File: config.mk
export PLATFORM = sky130hd
export DESIGN_NAME = flash_cmd_seq
export DESIGN_NICKNAME = d
export VERILOG_FILES = /design/src/rtl/flash_cmd_seq.sv
export SDC_FILE = /design/constraint.sdc
export NUM_CORES = 1
export LEC_CHECK = 0
export BUFFER_PORTS_ARGS = -buffer_cell sky130_fd_sc_hd__buf_2
export CORE_ASPECT_RATIO = 1.5
export CORE_MARGIN = 1
export CORE_UTILIZATION = 55
export DETAILED_ROUTE_END_ITERATION = 8
export PLACE_DENSITY = 0.76
export SKIP_CTS_REPAIR_TIMING = 1
export SYNTH_ARGS = -nofsm -noshare
export SYNTH_HDL_FRONTEND = slang
export SYNTH_SLANG_ARGS = --single-unit
File: constraint.sdc
create_clock -name clk -period 5.2 [get_ports clk]
set_input_delay 0.26 -clock clk [delete_from_list [all_inputs] [get_ports clk]]
set_output_delay 0.26 -clock clk [all_outputs]
set_load 0.02 [all_outputs]
File: src/rtl/flash_cmd_seq.sv
module flash_cmd_seq #(
  parameter int ADDR_W    = 18,
  parameter int NSEC      = 4,
  parameter int SEC_SHIFT = 16,
  parameter int PROG_CYC  = 2000,
  parameter int CHIP_CYC  = 200000,
  parameter int ERASE_CYC = 100000,
  parameter int WIN_CYC   = 3500,
  parameter int SUSP_LAT  = 3500
) (
  input  logic              clk,
  input  logic              rst_n,
  input  logic              prog_mode,
  input  logic              wr_en,
  input  logic [ADDR_W-1:0] wr_addr,
  input  logic [15:0]       wr_data,
  output logic              busy,
  output logic              hang,
  output logic [2:0]        state_o,
  output logic [NSEC-1:0]   sector_sel,
  output logic              prog_start,
  output logic              erase_start
);

  localparam int SW   = (NSEC > 1) ? $clog2(NSEC) : 1;
  localparam int M1   = (CHIP_CYC > PROG_CYC) ? CHIP_CYC : PROG_CYC;
  localparam int MAXC = (M1 > WIN_CYC) ? M1 : WIN_CYC;
  localparam int CW   = $clog2(MAXC + 1);
  localparam int EW   = $clog2(ERASE_CYC + 1);
  localparam int LW   = $clog2(SUSP_LAT + 1);

  typedef enum logic [2:0] {
    S_READ = 3'd0, S_PROG = 3'd1, S_CHIP = 3'd2, S_WIN = 3'd3,
    S_SERA = 3'd4, S_SUSP = 3'd5, S_HANG = 3'd6
  } st_t;

  st_t           st;
  logic [2:0]    step;
  logic [CW-1:0] cnt;
  logic [EW-1:0] er_rem;
  logic [LW-1:0] sus_cnt;
  logic          sus_pend;
  logic          prog_bad;

  logic          wr;
  logic [7:0]    d;
  logic [11:0]   a;
  logic          at_aa8, at_554;
  logic          c_aa, c_55, c_a0, c_80, c_10, c_30, c_b0, c_f0;
  logic [SW-1:0] sec_idx;
  logic [NSEC-1:0] sec_bit;
  logic          unused_bits;

  assign wr      = wr_en & prog_mode;
  assign d       = wr_data[7:0];
  assign a       = wr_addr[11:0];
  assign at_aa8  = (a == 12'hAA8);
  assign at_554  = (a == 12'h554);
  assign c_aa    = wr & (d == 8'hAA) & at_aa8;
  assign c_55    = wr & (d == 8'h55) & at_554;
  assign c_a0    = wr & (d == 8'hA0) & at_aa8;
  assign c_80    = wr & (d == 8'h80) & at_aa8;
  assign c_10    = wr & (d == 8'h10) & at_aa8;
  assign c_30    = wr & (d == 8'h30);
  assign c_b0    = wr & (d == 8'hB0);
  assign c_f0    = wr & (d == 8'hF0);
  assign sec_idx = wr_addr[SEC_SHIFT +: SW];
  assign sec_bit = NSEC'(1) << sec_idx;
  assign unused_bits = ^{wr_data[15:8], wr_addr[ADDR_W-1:12]};

  assign state_o = st;
  assign hang    = (st == S_HANG);
  assign busy    = (st != S_READ) && (st != S_SUSP);

  always_ff @(posedge clk or negedge rst_n) begin
    if (!rst_n) begin
      st          <= S_READ;
      step        <= 3'd0;
      cnt         <= '0;
      er_rem      <= '0;
      sus_cnt     <= '0;
      sus_pend    <= 1'b0;
      prog_bad    <= 1'b0;
      sector_sel  <= '0;
      prog_start  <= 1'b0;
      erase_start <= 1'b0;
    end else begin
      prog_start  <= 1'b0;
      erase_start <= 1'b0;
      case (st)
        S_READ: if (wr) begin
          step <= 3'd0;
          case (step)
            3'd0: if (c_aa) step <= 3'd1;
            3'd1: if (c_55) step <= 3'd2;
            3'd2: if (c_a0) step <= 3'd3;
                  else if (c_80) step <= 3'd4;
            3'd3: begin
              st         <= S_PROG;
              cnt        <= CW'(PROG_CYC - 1);
              prog_bad   <= wr_addr[0];
              prog_start <= 1'b1;
            end
            3'd4: if (c_aa) step <= 3'd5;
            3'd5: if (c_55) step <= 3'd6;
            3'd6: if (c_10) begin
                    st          <= S_CHIP;
                    cnt         <= CW'(CHIP_CYC - 1);
                    sector_sel  <= '1;
                    erase_start <= 1'b1;
                  end else if (c_30) begin
                    st         <= S_WIN;
                    cnt        <= CW'(WIN_CYC - 1);
                    sector_sel <= sec_bit;
                  end
            default: ;
          endcase
        end
        S_PROG: begin
          if (cnt == '0) st <= prog_bad ? S_HANG : S_READ;
          else cnt <= cnt - 1'b1;
        end
        S_CHIP: begin
          if (cnt == '0) begin
            st         <= S_READ;
            sector_sel <= '0;
          end else cnt <= cnt - 1'b1;
        end
        S_WIN: begin
          if (c_b0) begin
            st     <= S_SUSP;
            er_rem <= EW'(ERASE_CYC - 1);
          end else begin
            if (c_30) sector_sel <= sector_sel | sec_bit;
            if (cnt == '0) begin
              st          <= S_SERA;
              er_rem      <= EW'(ERASE_CYC - 1);
              erase_start <= 1'b1;
            end else cnt <= cnt - 1'b1;
          end
        end
        S_SERA: begin
          if (er_rem == '0) begin
            st         <= S_READ;
            sector_sel <= '0;
            sus_pend   <= 1'b0;
          end else begin
            er_rem <= er_rem - 1'b1;
            if (sus_pend) begin
              if (sus_cnt == '0) begin
                st       <= S_SUSP;
                sus_pend <= 1'b0;
              end else sus_cnt <= sus_cnt - 1'b1;
            end else if (c_b0) begin
              sus_pend <= 1'b1;
              sus_cnt  <= LW'(SUSP_LAT - 1);
            end
          end
        end
        S_SUSP: if (c_30) begin
          st          <= S_SERA;
          erase_start <= 1'b1;
        end
        S_HANG: if (c_f0) st <= S_READ;
        default: st <= S_READ;
      endcase
    end
  end

endmodule

==> key figures <==
Layout
  • Ratio of cells with drive above 1 in the final layout: 14.1%
  • Synthesis-to-layout area growth: 11.0%
  • Layout Nets: about 550
  • Core Util, Final: between 60% and 70%
  • Most common cell after layout, fill and taps aside: dfrtp_1
  • N_diodes: 0
  • Post-layout instance area: around 4400 um^2
  • Most frequent cells in the layout: dfrtp_1 (61), nand2_1 (51), nor2_1 (48)

Pwr
  • Max VDD drop: around 270 uV
  • Pwr/cell area: about 370 nW/um^2
  • Tot Pwr: about 1.6 mW
  • LEAKAGE: ~1.8 nW

Logic synthesis
  • Ys async rst share: 100%
  • Mapped Cells: ~470
  • Syn nets: slightly above 500
  • Synth Flop Type: dfrtp_1
  • Avg Cell Area, Syn: around 8.4 um^2
  • Number of synthesized flops with an enable pin: 0
  • Synth Register Bits: about 60
  • Synth unique cells: 63
  • Sequential area share after synthesis: a little under 40%
  • Synth warn: 0
  • Post-Syn Area: 3960 um^2

Route
  • Initial DRT Pass Iterations: 7
  • Via/cell ratio: ~6.5
  • Remaining DRCs: 1
  • Post-Route WL: 9.85 mm
  • Post-route antenna net violation count: 0
  • Avg WL per Cell: between 15 and 20 um
  • Vias: around 3800
  • Initial DRC Count: 230

Place
  • Dpl cell area: about 4200 um^2
  • Number of I/O port buffers: 36
  • Post-DP HPWL: roughly 6.9 mm
  • Final RePlAce weighted congestion: ~0.85

Critical path
  • Crit-path slowest cell: or4b_2
  • Startpoint Class: flop
  • CP bufs+invs: 1
  • Worst path arrival time: between 3 and 4 ns
  • Critical Path Sink Type: flop
  • Top delay family on crit path: simple AND/OR/NAND/NOR gates
  • WP data required: 5.40 ns
  • Worst path cell trace: inv_1, ha_1, or4b_2, nor4_1, o21ai_1, nor4b_4, mux2i_1, o21ai_0
  • Slowest stage delay, CP: roughly 0.57 ns
  • Worst-path maximum fanout: 8
  • Critical path class: reg2reg

Job
  • Max-cap violations: 0

Worst hold path
  • Worst min path class: in2async

STA
  • Worst-Margin Slew: around 0.83 ns
  • Clock Skews: 0.0117 ns
  • Final min period: between 3 and 4 ns
  • Hold Fails Final Rpt: 0
  • Hold slack: 0.0716 ns
  • Max Slew Vio Count: 0
  • F_max: about 320 MHz
  • Final Cycle Share: about three fifths
  • Slew headroom: between 40% and 50%
  • TNS Setup: 0 ns
  • RSZ-0062 raised after global routing: false
  • # setup viols final: 0

Global routing
  • First-pass GRT wire length: 16.4 mm
  • Largest net degree at the start of global routing: 62
  • Initial antenna violation count: 0
  • Vias in the first global route: about 3600
  • Total track usage: between 20% and 30%
  • GR Overflow Total: 0

Status
  • Status: finished, violations left
  • Failing checks: design-rule violations

Floorplan
  • Area of the core: about 7000 um^2
  • Die X: around 70 um
  • Die area: around 7500 um^2
  • Die H: between 100 and 150 um
  • Starting Density: ~57%
  • Top Ports: between 40 and 50
  • # rows: 37

CTS
  • H-tree depth: 3
  • Clock Pin Slew Worst Setup and Hold Paths: 0.07 ns
  • Clock Latency Late Sink: between 0.3 and 0.4 ns
  • CTS Buffer Depth: 2
  • CTS Buf Count: 9
  • Clock Root Buffer: clkbuf_8
  • CTS sink cnt: between 60 and 70
  • CTS tree: yes
==> worst register-to-register path, cell delays in order, from the launching register on <==
cell and delay (ns):
dfrtp_1 0.40, inv_1 0.17, ha_1 0.16, or4b_2 0.57
nor4_1 0.48, o21ai_1 0.25, nor4b_4 0.57, mux2i_1 0.24
o21ai_0 0.10
==> cell type report <==
class / count / area [um^2]
multi-input combinational: 378 / 2300
inverter: 14 / 52.6
clock buffer: 11 / 151
sequential: 61 / 1530
tap: 78 / 97.6
clock inverter: 4 / 47.5
fill: 592 / 2500
timing repair buffer: 41 / 218
==> through the flow <==
step	std cells	setup WS [ns]
after floorplan	472	2.57
after global placement	572	2.20
after detailed placement	572	2.18
after CTS	587	2.16
after global routing	587	1.83
final	587	2.11
==> synthesized netlist by cell type (4+ instances only) <==
library cell,n,area (um^2)
nand2b_1,6,37.5
clkbuf_1,12,45.0
o31ai_1,11,82.6
inv_1,14,52.6
nor3_1,23,115
xnor2_1,11,96.3
a22o_1,4,35.0
nor2_1,48,180
nor4_1,16,100
a31oi_1,11,68.8
o211ai_1,6,45.0
o21ai_0,34,170
nand3_1,11,55.1
mux2i_1,4,40.0
nand4_1,4,25.0
and2_1,5,31.3
or2_2,6,37.5
nand2_1,51,191
ha_1,6,75.1
dfrtp_1,61,1530
a21o_1,4,30.0
a41oi_1,4,35.0
and3_1,4,25.0
or3_1,8,50.1
nand3b_1,4,30.0
buf_2,5,25.0
o21a_1,5,37.5
or4_1,8,60.1
a21oi_1,30,150
==> per-layer routing <==
metal / up-vias / GRT usage (%) / part of all wire, %
met5: - / 0 / 0
met4: 0 / 10.6 / 2.2
met3: 26 / 4.11 / 4.3
met2: 135 / 48.6 / 52
met1: 1848 / 32.9 / 41
li1: 1827 / - / -
==> power by group <==
part | leakage [nW] | internal [mW] | switching, mW
sequential | 0.734 | 0.545 | 0.113
combinational | 0.984 | 0.200 | 0.342
clock | 0.101 | 0.243 | 0.193
==> cell families after synthesis <==
| kind of cell | Yosys count | share of synthesized area, % |
|---|---|---|
| AOI/OAI and AO/OA | 136 | 22.2 |
| xor gates and xnor gates | 12 | 2.66 |
| adders and majority gates | 6 | 1.90 |
| buffers and inverters | 33 | 3.29 |
| DFF | 61 | 38.6 |
| muxes | 7 | 1.87 |
| and+or+nand+nor | 217 | 29.5 |
==> path summary, 6_finish.rpt <==
kind	start	end	slack [ns]	cells after the start
setup / recovery	er_rem[0]	sector_sel[0]	2.11	8
hold / removal	rst_n	er_rem[7]	0.07	2
setup reg to reg	er_rem[0]	sector_sel[0]	2.11	8
hold reg to reg	cnt[11]	cnt[11]	0.51	2
max in group asynchronous	rst_n	prog_bad	4.61	2
min in group clk	wr_addr[0]	prog_bad	0.19	2
==> flip-flops by register name (all words and copies together), names as in the netlist <==
name	count
prog_bad	1
sus_pend	1
sus_cnt	12
step	3
sector_sel	4
erase_start	1
er_rem	17
cnt	18
state_o	3
prog_start	1
No activity file was read; power rests on OpenSTA's default activity.
